<file path="src/rtl/cfb_pkg.sv">
// Shared constants and types of the command frame bus bridge.
package cfb_pkg;
    localparam int MAC_BITS  = 48;            // one station address
    localparam int HDR_BITS  = 2 * MAC_BITS;  // destination + source
    localparam int TYPE_BITS = 16;            // ethertype field
    localparam int FLAG_BITS = 8;             // operation flag byte

    typedef enum logic [1:0] {
        SEQ_IDLE    = 2'd0,
        SEQ_CHECK   = 2'd1,
        SEQ_ISSUE   = 2'd2,
        SEQ_WAIT_RD = 2'd3
    } seq_state_t;
endpackage

</file>
<file path="src/rtl/cfb_rx_parser.sv">
// Receive parser: walks one frame dibit by dibit, matches destination
// address and ethertype against shifting reference registers, and
// captures the command record that follows the ethertype.
// Assumes rx_valid stays high for the whole frame and drops between
// frames; the stream is most-significant bit first.
module cfb_rx_parser
    import cfb_pkg::*;
#(
    parameter logic [MAC_BITS-1:0]  DEV_MAC   = 48'h02_1A_3C_44_7E_91,
    parameter logic [TYPE_BITS-1:0] ETYPE     = 16'h88B6,
    parameter int                   CMD_BITS  = 40,
    parameter int                   CNT_W     = 16
) (
    input  logic                clk,
    input  logic                rst_n,
    input  logic                rx_valid,
    input  logic [1:0]          rx_dibit,
    output logic                frame_end,
    output logic                frame_hit,
    output logic [CMD_BITS-1:0] cmd_word
);
    localparam int CMD_LO   = HDR_BITS + TYPE_BITS;
    localparam int CMD_HI   = CMD_LO + CMD_BITS;
    localparam int LAST_POS = CMD_HI - 2;
    localparam int CNT_TOP  = (2 ** CNT_W) - 2;

    logic [CNT_W-1:0]     bit_cnt;
    logic                 valid_q;
    logic                 hit_dev, hit_bc, hit_type, got_cmd;
    logic [MAC_BITS-1:0]  mac_exp;
    logic [TYPE_BITS-1:0] type_exp;
    logic [CMD_BITS-1:0]  cmd_sr;
    logic                 first, in_mac, in_type, in_cmd;

    // Window decode from the bit position of the current dibit.
    always_comb begin
        first   = rx_valid && (bit_cnt == '0);
        in_mac  = bit_cnt < CNT_W'(MAC_BITS);
        in_type = (bit_cnt >= CNT_W'(HDR_BITS)) && (bit_cnt < CNT_W'(CMD_LO));
        in_cmd  = (bit_cnt >= CNT_W'(CMD_LO)) && (bit_cnt < CNT_W'(CMD_HI));
    end

    // Bit position counter: +2 per valid cycle, saturating, cleared when idle.
    always_ff @(posedge clk) begin
        if (!rst_n) begin
            bit_cnt <= '0;
            valid_q <= 1'b0;
        end else begin
            valid_q <= rx_valid;
            if (!rx_valid)
                bit_cnt <= '0;
            else if (bit_cnt != CNT_W'(CNT_TOP))
                bit_cnt <= bit_cnt + CNT_W'(2);
        end
    end

    // Address and ethertype match flags, compared against shifting references.
    always_ff @(posedge clk) begin
        if (!rst_n) begin
            hit_dev  <= 1'b0;
            hit_bc   <= 1'b0;
            hit_type <= 1'b0;
            got_cmd  <= 1'b0;
            mac_exp  <= '0;
            type_exp <= '0;
        end else if (first) begin
            hit_dev  <= (rx_dibit == DEV_MAC[MAC_BITS-1 -: 2]);
            hit_bc   <= (rx_dibit == 2'b11);
            hit_type <= 1'b1;
            got_cmd  <= 1'b0;
            mac_exp  <= {DEV_MAC[MAC_BITS-3:0], 2'b00};
            type_exp <= ETYPE;
        end else if (rx_valid) begin
            if (in_mac) begin
                hit_dev <= hit_dev & (rx_dibit == mac_exp[MAC_BITS-1 -: 2]);
                hit_bc  <= hit_bc & (rx_dibit == 2'b11);
                mac_exp <= {mac_exp[MAC_BITS-3:0], 2'b00};
            end
            if (in_type) begin
                hit_type <= hit_type & (rx_dibit == type_exp[TYPE_BITS-1 -: 2]);
                type_exp <= {type_exp[TYPE_BITS-3:0], 2'b00};
            end
            if (bit_cnt == CNT_W'(LAST_POS))
                got_cmd <= 1'b1;
        end
    end

    // Command record shift register, filled only inside the command window.
    always_ff @(posedge clk) begin
        if (!rst_n)
            cmd_sr <= '0;
        else if (rx_valid && in_cmd)
            cmd_sr <= {cmd_sr[CMD_BITS-3:0], rx_dibit};
    end

    // Frame-level results toward the sequencer.
    always_comb begin
        frame_end = valid_q && !rx_valid;
        frame_hit = (hit_dev || hit_bc) && hit_type && got_cmd;
        cmd_word  = cmd_sr;
    end
endmodule

</file>
<file path="src/rtl/cfb_sequencer.sv">
// Command sequencer: latches an accepted command at frame end, waits
// for the frame-check verdict, issues one bus request, and for reads
// forwards the returned data as a transmit start. Frames whose first
// cycle falls outside the idle state are marked and dropped.
module cfb_sequencer
    import cfb_pkg::*;
#(
    parameter int ADDR_W   = 16,
    parameter int DATA_W   = 16,
    parameter int CMD_BITS = FLAG_BITS + ADDR_W + DATA_W
) (
    input  logic                clk,
    input  logic                rst_n,
    input  logic                rx_valid,
    input  logic                frame_end,
    input  logic                frame_hit,
    input  logic [CMD_BITS-1:0] cmd_word,
    input  logic                fcs_done,
    input  logic                fcs_good,
    input  logic                bus_rvalid,
    input  logic [DATA_W-1:0]   bus_rdata,
    output logic                bus_req,
    output logic                bus_write,
    output logic [ADDR_W-1:0]   bus_addr,
    output logic [DATA_W-1:0]   bus_wdata,
    output logic                tx_start,
    output logic [DATA_W-1:0]   tx_data
);
    seq_state_t          state, state_nxt;
    logic                accept_now;
    logic                skip;
    logic                cmd_wr;
    logic [ADDR_W-1:0]   cmd_addr;
    logic [DATA_W-1:0]   cmd_data;

    // Next-state decision for the command life cycle.
    always_comb begin
        state_nxt  = state;
        accept_now = 1'b0;
        case (state)
            SEQ_IDLE: begin
                if (frame_end && frame_hit && !skip) begin
                    accept_now = 1'b1;
                    if (fcs_done)
                        state_nxt = fcs_good ? SEQ_ISSUE : SEQ_IDLE;
                    else
                        state_nxt = SEQ_CHECK;
                end
            end
            SEQ_CHECK: begin
                if (rx_valid)
                    state_nxt = SEQ_IDLE;
                else if (fcs_done)
                    state_nxt = fcs_good ? SEQ_ISSUE : SEQ_IDLE;
            end
            SEQ_ISSUE:   state_nxt = cmd_wr ? SEQ_IDLE : SEQ_WAIT_RD;
            SEQ_WAIT_RD: if (bus_rvalid) state_nxt = SEQ_IDLE;
            default:     state_nxt = SEQ_IDLE;
        endcase
    end

    // State register.
    always_ff @(posedge clk) begin
        if (!rst_n) state <= SEQ_IDLE;
        else        state <= state_nxt;
    end

    // Drop marker for frames that begin while the sequencer is busy.
    always_ff @(posedge clk) begin
        if (!rst_n)
            skip <= 1'b0;
        else if (frame_end)
            skip <= 1'b0;
        else if (rx_valid && state != SEQ_IDLE)
            skip <= 1'b1;
    end

    // Command holding registers, loaded when a frame is accepted.
    always_ff @(posedge clk) begin
        if (!rst_n) begin
            cmd_wr   <= 1'b0;
            cmd_addr <= '0;
            cmd_data <= '0;
        end else if (accept_now) begin
            cmd_wr   <= |cmd_word[CMD_BITS-1 -: FLAG_BITS];
            cmd_addr <= cmd_word[DATA_W +: ADDR_W];
            cmd_data <= cmd_word[DATA_W-1:0];
        end
    end

    // Reply capture and one-cycle transmit start.
    always_ff @(posedge clk) begin
        if (!rst_n) begin
            tx_start <= 1'b0;
            tx_data  <= '0;
        end else begin
            tx_start <= (state == SEQ_WAIT_RD) && bus_rvalid;
            if ((state == SEQ_WAIT_RD) && bus_rvalid)
                tx_data <= bus_rdata;
        end
    end

    // Bus request outputs.
    always_comb begin
        bus_req   = (state == SEQ_ISSUE);
        bus_write = cmd_wr;
        bus_addr  = cmd_addr;
        bus_wdata = cmd_data;
    end
endmodule

</file>
<file path="src/rtl/cmd_frame_bridge.sv">
// Top of the command frame bus bridge: a receive parser feeding a
// command sequencer. Assumes a de-framed MSB-first dibit stream and
// a separate frame-check verdict strobe at or after frame end.
module cmd_frame_bridge
    import cfb_pkg::*;
#(
    parameter logic [MAC_BITS-1:0]  DEV_MAC = 48'h02_1A_3C_44_7E_91,
    parameter logic [TYPE_BITS-1:0] ETYPE   = 16'h88B6,
    parameter int                   ADDR_W  = 16,
    parameter int                   DATA_W  = 16,
    parameter int                   CNT_W   = 16
) (
    input  logic              clk,
    input  logic              rst_n,
    input  logic              rx_valid,
    input  logic [1:0]        rx_dibit,
    input  logic              fcs_done,
    input  logic              fcs_good,
    output logic              bus_req,
    output logic              bus_write,
    output logic [ADDR_W-1:0] bus_addr,
    output logic [DATA_W-1:0] bus_wdata,
    input  logic              bus_rvalid,
    input  logic [DATA_W-1:0] bus_rdata,
    output logic              tx_start,
    output logic [DATA_W-1:0] tx_data
);
    localparam int CMD_BITS = FLAG_BITS + ADDR_W + DATA_W;

    logic                frame_end;
    logic                frame_hit;
    logic [CMD_BITS-1:0] cmd_word;

    cfb_rx_parser #(
        .DEV_MAC  (DEV_MAC),
        .ETYPE    (ETYPE),
        .CMD_BITS (CMD_BITS),
        .CNT_W    (CNT_W)
    ) u_parser (
        .clk       (clk),
        .rst_n     (rst_n),
        .rx_valid  (rx_valid),
        .rx_dibit  (rx_dibit),
        .frame_end (frame_end),
        .frame_hit (frame_hit),
        .cmd_word  (cmd_word)
    );

    cfb_sequencer #(
        .ADDR_W   (ADDR_W),
        .DATA_W   (DATA_W),
        .CMD_BITS (CMD_BITS)
    ) u_seq (
        .clk        (clk),
        .rst_n      (rst_n),
        .rx_valid   (rx_valid),
        .frame_end  (frame_end),
        .frame_hit  (frame_hit),
        .cmd_word   (cmd_word),
        .fcs_done   (fcs_done),
        .fcs_good   (fcs_good),
        .bus_rvalid (bus_rvalid),
        .bus_rdata  (bus_rdata),
        .bus_req    (bus_req),
        .bus_write  (bus_write),
        .bus_addr   (bus_addr),
        .bus_wdata  (bus_wdata),
        .tx_start   (tx_start),
        .tx_data    (tx_data)
    );
endmodule

</file>
<file path="config.mk">
export PLATFORM = sky130hd
export DESIGN_NAME = cmd_frame_bridge
export DESIGN_NICKNAME = d
export VERILOG_FILES = /design/src/rtl/cfb_pkg.sv /design/src/rtl/cfb_rx_parser.sv /design/src/rtl/cfb_sequencer.sv /design/src/rtl/cmd_frame_bridge.sv
export SDC_FILE = /design/constraint.sdc
export NUM_CORES = 1
export LEC_CHECK = 0
export ABC_AREA = 1
export ABC_CLOCK_PERIOD_IN_PS = 4290
export CORE_UTILIZATION = 36
export CTS_CLUSTER_DIAMETER = 200
export DETAILED_ROUTE_END_ITERATION = 10
export SLEW_MARGIN = 10
export SYNTH_ARGS = -nofsm -noshare
export SYNTH_HDL_FRONTEND = slang
export SYNTH_HIERARCHICAL = 1
export SYNTH_SLANG_ARGS = --single-unit
</file>
<file path="constraint.sdc">
create_clock -name clk -period 4.29 [get_ports clk]
set_clock_uncertainty 0.05 [all_clocks]
set_input_delay 0.429 -clock clk [delete_from_list [all_inputs] [get_ports clk]]
set_output_delay 0.429 -clock clk [all_outputs]
set_load 0.02 [all_outputs]
</file>
==> results of run 1 <==
==> cell type report <==
class                           instances  area [µm²]  area share (%)
Clock buffer                           17       425.4           4.953
Inverter                              129       486.7           5.667
Sequential cell                       169        3383           39.39
Timing Repair Buffer                   81       800.8           9.324
Tap cell                              265       331.6           3.861
Clock inverter                         15       172.7           2.010
Multi-Input combinational cell        647        2988           34.79
==> Yosys cell counts (8+ instances only) <==
cell / count / share of area, %
buf_6: 8 / 1.3
o21ai_1: 8 / 0.56
a21oi_1: 38 / 2.7
buf_1: 9 / 0.47
nor3_2: 11 / 1.5
buf_2: 18 / 1.3
nand2_1: 149 / 7.8
nor3_1: 17 / 1.2
a31oi_1: 9 / 0.79
nand4_1: 47 / 4.1
nand3_1: 48 / 3.4
inv_1: 122 / 6.4
clkbuf_1: 13 / 0.68
nor2_1: 243 / 13
o21ai_0: 47 / 3.3
dfxtp_1: 169 / 47
nand3b_1: 8 / 0.84
==> sequential cells by signal, summed over array words and instances, names as in the netlist <==
name	flops
u_parser/bit_cnt	15
u_parser/cmd_word	40
u_parser/got_cmd	1
u_parser/hit_bc	1
u_parser/hit_dev	1
u_parser/hit_type	1
u_parser/mac_exp	42
u_parser/type_exp	14
u_parser/valid_q	1
u_seq/bus_addr	16
u_seq/bus_wdata	16
u_seq/bus_write	1
u_seq/skip	1
u_seq/state	2
u_seq/tx_data	16
u_seq/tx_start	1
==> layer usage <==
metal | share of wire [%] | wire length [µm] | up-vias
met3 | 4.6 | 704 | 19
met5 | 0 | 0 | -
met4 | 1.4 | 214 | 0
met2 | 43 | 6656 | 123
li1 | - | - | 3244
met1 | 51 | 7851 | 2748
==> report_power, final <==
group          switching [mW]  leakage [nW]  internal [mW]  total (mW)
registers              0.0333          1.37           1.62        1.65
clock network           0.704         0.289          0.835        1.54
logic                   0.176          2.01          0.113       0.289
==> logic make-up (layout without fill, tap and decap cells) <==
kind of cell / after synthesis / after routing / share of synthesized area, %
compound gates: 105 / 105 / 7.613
xor+xnor: 4 / 4 / 0.4901
fa+ha+maj: 2 / 2 / 0.3500
buf+inv: 182 / 242 / 11.01
flops: 169 / 169 / 47.32
simple gates: 536 / 536 / 33.22
==> how the worst max path moves through the flow <==
stage	startpoint	slack, ns	to	cells past startpoint
finish	rx_valid	1.73	u_parser/type_exp[9]	9
floorplan	u_parser/bit_cnt[1]	2.79	u_parser/bit_cnt[1]	8
global route	rx_valid	1.58	u_parser/type_exp[9]	9
detailed placement	rx_valid	1.26	u_parser/type_exp[13]	9
CTS	rx_valid	1.71	u_parser/type_exp[13]	9
global placement	rx_valid	1.35	u_parser/type_exp[8]	9
==> per-stage QoR <==
step	area [µm²]	utilization (%)	hold WS [ns]
after detailed placement	7990	41.05	0.3872
final	8588	44.13	0.3938
after global routing	8588	44.13	0.4095
after global placement	7990	41.05	0.3822
after floorplan	7149	-	0.3867
after CTS	8588	44.13	0.3968
==> critical path: cells and delay by family <==
kind | cells | cell delay, ns
simple gates | 6 | 1.43
buf+inv | 3 | 0.98
==> impl_metrics.yaml, run 1 <==
power_and_ir_drop:
  p_leak_nw: 3.673
  power_per_cell_area_nw_per_um2: 405.1
  ir_drop_uv: 273.4
  power.total_mw: 3.479
clock_network:
  cts_resized: 0
  cts_buffers: 17
  clk_pin_slew_ns: 0.07
  clk_latency_ns: 0.44
  clockBufferDepth: 2
  cts_sinks: 169
  cts_hold_buf: 0
  htreeDepth: 4
  postCtsSetupRepairBufs: 0
  tritoncts: "yes"
  clockRootBuffer: "clkbuf_16"
cells_and_area:
  layout-drive-gt1-share_pct: 6.427
  fin_cells: 1323
  nets: 1071
  fillers: 2016
  layout_commonest_cell: "nor2_1"
  area_growth_pct: 20.13
  mostFrequentLayoutCells: "242 x nor2_1, 169 x dfxtp_1, 149 x nand2_1, 122 x inv_1, 73 x clkdlybuf4s50_1"
  insertedDiodeCount: 0
setup_path:
  r2r_cells: 9
  r2r_slack_ns: 1.91
  required_ns: 4.56
  worstSetupPathType: "in2reg"
  arrival_ns: 2.84
  cpMostUsedCell: "nand2_1"
  timing.rr.end: "u_parser/type_exp[9]"
  crit_chain: "clkdlybuf4s50_1 -> nand2_1 -> nor2_1 -> nand3_2 -> nand2_1 -> buf_12 -> inv_2 -> nand2_1 -> nor2_1"
  slowest_delay_ns: 0.68
  crit_slowest_cell: "clkdlybuf4s50_1"
  cp_max_fo: 17
  worstReg2RegStart: "u_parser/bit_cnt[7]"
  start_kind: "input port"
  cp-end-kind: "flop"
outcome:
  status: "finished clean"
placed_design:
  io_buffers: 74
  dp.cells: 1291
  dp_hpwl_um: 9494
  place_congestion: 0.8452
  pre_cts_slack_ns: 1.259
timing:
  setup_violations: 0
  slew_violations: 0
  post-route-period-util_pct: 59.76
  setup_tns_ns: 0
  max-slew-margin-rel_pct: 33.02
  min_period_ns: 2.564
  finalHoldViolations: 0
  worstMarginPinSlew_ns: 1.002
  setup_slack_ns: 1.726
  rsz0062_at_grt: "no"
  fmax_mhz: 390.0
global_routing:
  globalRouteMet3Util_pct: 3.353
  antenna_found_initial: 0
  grt.total_usage_pct: 16.08
  gr-total-overflow: 0
  grt_max_degree: 63
  grt_pass1_vias: 5611
  grtUsageMet2_pct: 25.83
  grt.busiest_layer: "met2"
  grt_use_met1_pct: 21.10
  grt_first_pass_wirelength_um: 26430
synthesis:
  syn_nets: 1024
  synth-seq-area-share_pct: 47.32
  syn-cell-area_um2: 7149
  synth_flop_cell: "dfxtp_1"
  avgSynthCellArea_um2: 7.164
  synth_edf_count: 0
  ys_async_sr_fraction_pct: 0
  synth_cell_types: 31
  synth_seq_cells: 169
  syn_inst: 998
  synth.yosys.warnings: 6
routing:
  drt-total-wl_um: 15430
  drc: 0
  vias_per_cell: 4.636
  ant_nets: 0
  drtIter0Drc: 387
  wl_per_cell_um: 11.66
  vias: 6134
  drt_pass1_iterations: 4
floorplan:
  initial_core_util_pct: 36.73
  io-pin-count: 75
  die_w_um: 142.9
  dieArea_um2: 20430
  row_count: 51
  fp.coreArea_um2: 19460
  die_h_um: 142.9
hold_path:
  hold_depth: 2
  min_from: "u_seq/tx_data[15]"
  hp-class: "reg2reg"
  min_to: "u_seq/tx_data[15]"
flow_run:
  cap_violations: 0
No activity file was read; power rests on OpenSTA's default activity.
==> run 2, diff against run 1 <==
Settings changed: ABC_CLOCK_PERIOD_IN_PS 4290 to 2550.
Clock period 4.29 ns to 2.55 ns, I/O delays scaled along.
==> run 2 against run 1 <==
Compared with the run above: non-clock buffer count rose by 12; die area did not move; core utilization rose by 0.53 points; routed wire length rose by 2.0%; hold slack got worse by 0.22 ns; flip-flop and latch count did not move; global-route usage barely moved; largest power group unchanged; highest routed layer unchanged.
==> impl_metrics.yaml, run 2 (synthesis results as in run 1) <==
outcome:
  status: "finished clean"
setup_path:
  required_ns: 2.25
  start_kind: "flop"
  crit_chain: "inv_1 -> nor2_1 -> clkdlybuf4s50_1"
  cp_num_buf_inv: 2
  cp_top_family: "buffers and inverters"
  worstSetupPathType: "reg2out"
  slowest_delay_ns: 0.64
  r2r_cells: 8
  cp_max_fo: 5
  crit_slowest_cell: "clkdlybuf4s50_1"
  arrival_ns: 1.75
  cp.depth: 3
  cp-end-kind: "output pin"
cells_and_area:
  layout-drive-gt1-share_pct: 7.477
  largest_reg_flops: 42
  fillers: 1960
  multiInputGateArea_um2: 2988
  largest-register: "u_parser/mac_exp"
  utilization_pct: 44.66
  mostFrequentLayoutCells: "242 x nor2_1, 169 x dfxtp_1, 149 x nand2_1, 122 x inv_1, 73 x clkdlybuf4s50_1"
  area_growth_pct: 21.58
  fin_cells: 1335
  layout_commonest_cell: "nor2_1"
  final_cell_area_um2: 8692
  insertedDiodeCount: 0
  nets: 1083
  seq_area_um2: 3383
routing:
  wl_met3_um: 685
  wl_per_cell_um: 11.79
  drc: 0
  dr.max_layer_used: "met4"
  drt_pass1_iterations: 5
  met1Wirelength_um: 8120
  drtIter0Drc: 448
  wl_met2_um: 6745
  drt-total-wl_um: 15730
  vias: 6135
  ant_nets: 0
  vias_per_cell: 4.596
global_routing:
  grt_first_pass_wirelength_um: 26480
  antenna_found_initial: 0
  gr-total-overflow: 0
  grt.total_usage_pct: 16.04
  grt_pass1_vias: 5469
  grt_max_degree: 43
clock_network:
  cts_sinks: 169
  postCtsSetupRepairBufs: 0
  clockBufferDepth: 2
  cts_hold_buf: 0
  tritoncts: "yes"
  cts_buffers: 17
  clockRootBuffer: "clkbuf_16"
  clk_latency_ns: 0.43
  cts_resized: 0
  clk_pin_slew_ns: 0.07
  htreeDepth: 4
power_and_ir_drop:
  p_sw_mw: 1.590
  swShare_pct: 26.77
  power_frac_clock_pct: 44.8
  seqPwrFrac_pct: 46.8
  ir_drop_uv: 455.7
  power_frac_comb_pct: 8.4
  power.total_mw: 5.937
  p_int_mw: 4.348
  p_leak_nw: 3.738
  power_per_cell_area_nw_per_um2: 683.0
flow_run:
  cap_violations: 0
floorplan:
  row_count: 51
  io-pin-count: 75
  initial_core_util_pct: 36.73
  fp.coreArea_um2: 19460
  die_h_um: 142.9
  die_w_um: 142.9
  dieArea_um2: 20430
timing:
  max-slew-margin-rel_pct: 65.71
  setup_violations: 0
  post-route-period-util_pct: 80.55
  setup_slack_ns: 0.4960
  rsz0062_at_grt: "no"
  min_period_ns: 2.054
  setup_tns_ns: 0
  fmax_mhz: 486.8
  finalHoldViolations: 0
  hold_slack_ns: 0.1742
  worstMarginPinSlew_ns: 0.5128
  slew_violations: 0
placed_design:
  dp.cells: 1303
  io_buffers: 74
  place_congestion: 0.8160
  pre_cts_slack_ns: 0.3607
  dp_hpwl_um: 9789
  post_dp_cell_area_um2: 8068
hold_path:
  hold_depth: 3
  hp-class: "in2reg"
run 2: cell count changes in the layout (fill, tap and decap cells not counted):
cell,delta
clkinvlp_4,-1
inv_6,-3
buf_4,+13
buf_12,-1
clkinv_8,+3
inv_8,+1
run 2: final timing paths:
| check | to | from | slack [ns] |
|---|---|---|---|
| worst max register to register | u_parser/mac_exp[18] | u_parser/bit_cnt[1] | 0.74 |
| worst max-delay path | bus_req | u_seq/state[1] | 0.50 |
| worst min register to register | u_seq/tx_data[4] | u_seq/tx_data[4] | 0.39 |
| worst min-delay path | u_seq/state[1] | rst_n | 0.17 |
run 2: final cells by class:
class	instances	area share, %
multi-input cells	647	34.37
repair buffers	93	10.11
flip-flops and latches	169	38.92
well taps	265	3.815
inverters	129	5.600
clock inverters	15	2.289
clock buffers	17	4.894
run 2: layer usage:
layer	track usage (%)	vias up
li1	-	3268
met1	21.67	2740
met2	25.34	116
met3	3.387	11
met4	5.263	0
met5	0	-
run 2: power by group through the flow:
stage | clock [mW] | combinational [mW] | sequential, mW
4_1_cts | 2.75 | 0.502 | 2.78
2_1_floorplan | 0 | 0.336 | 2.84
6_report | 2.66 | 0.499 | 2.78
3_5_place_dp | 0 | 0.499 | 2.84
5_1_grt | 2.85 | 0.570 | 2.79
3_3_place_gp | 0 | 0.496 | 2.84
run 2: tightest hold or removal path, cell delays in order:
cell	delay (ns)
buf_2	0.21
nand2_1	0.11
nor2_1	0.03
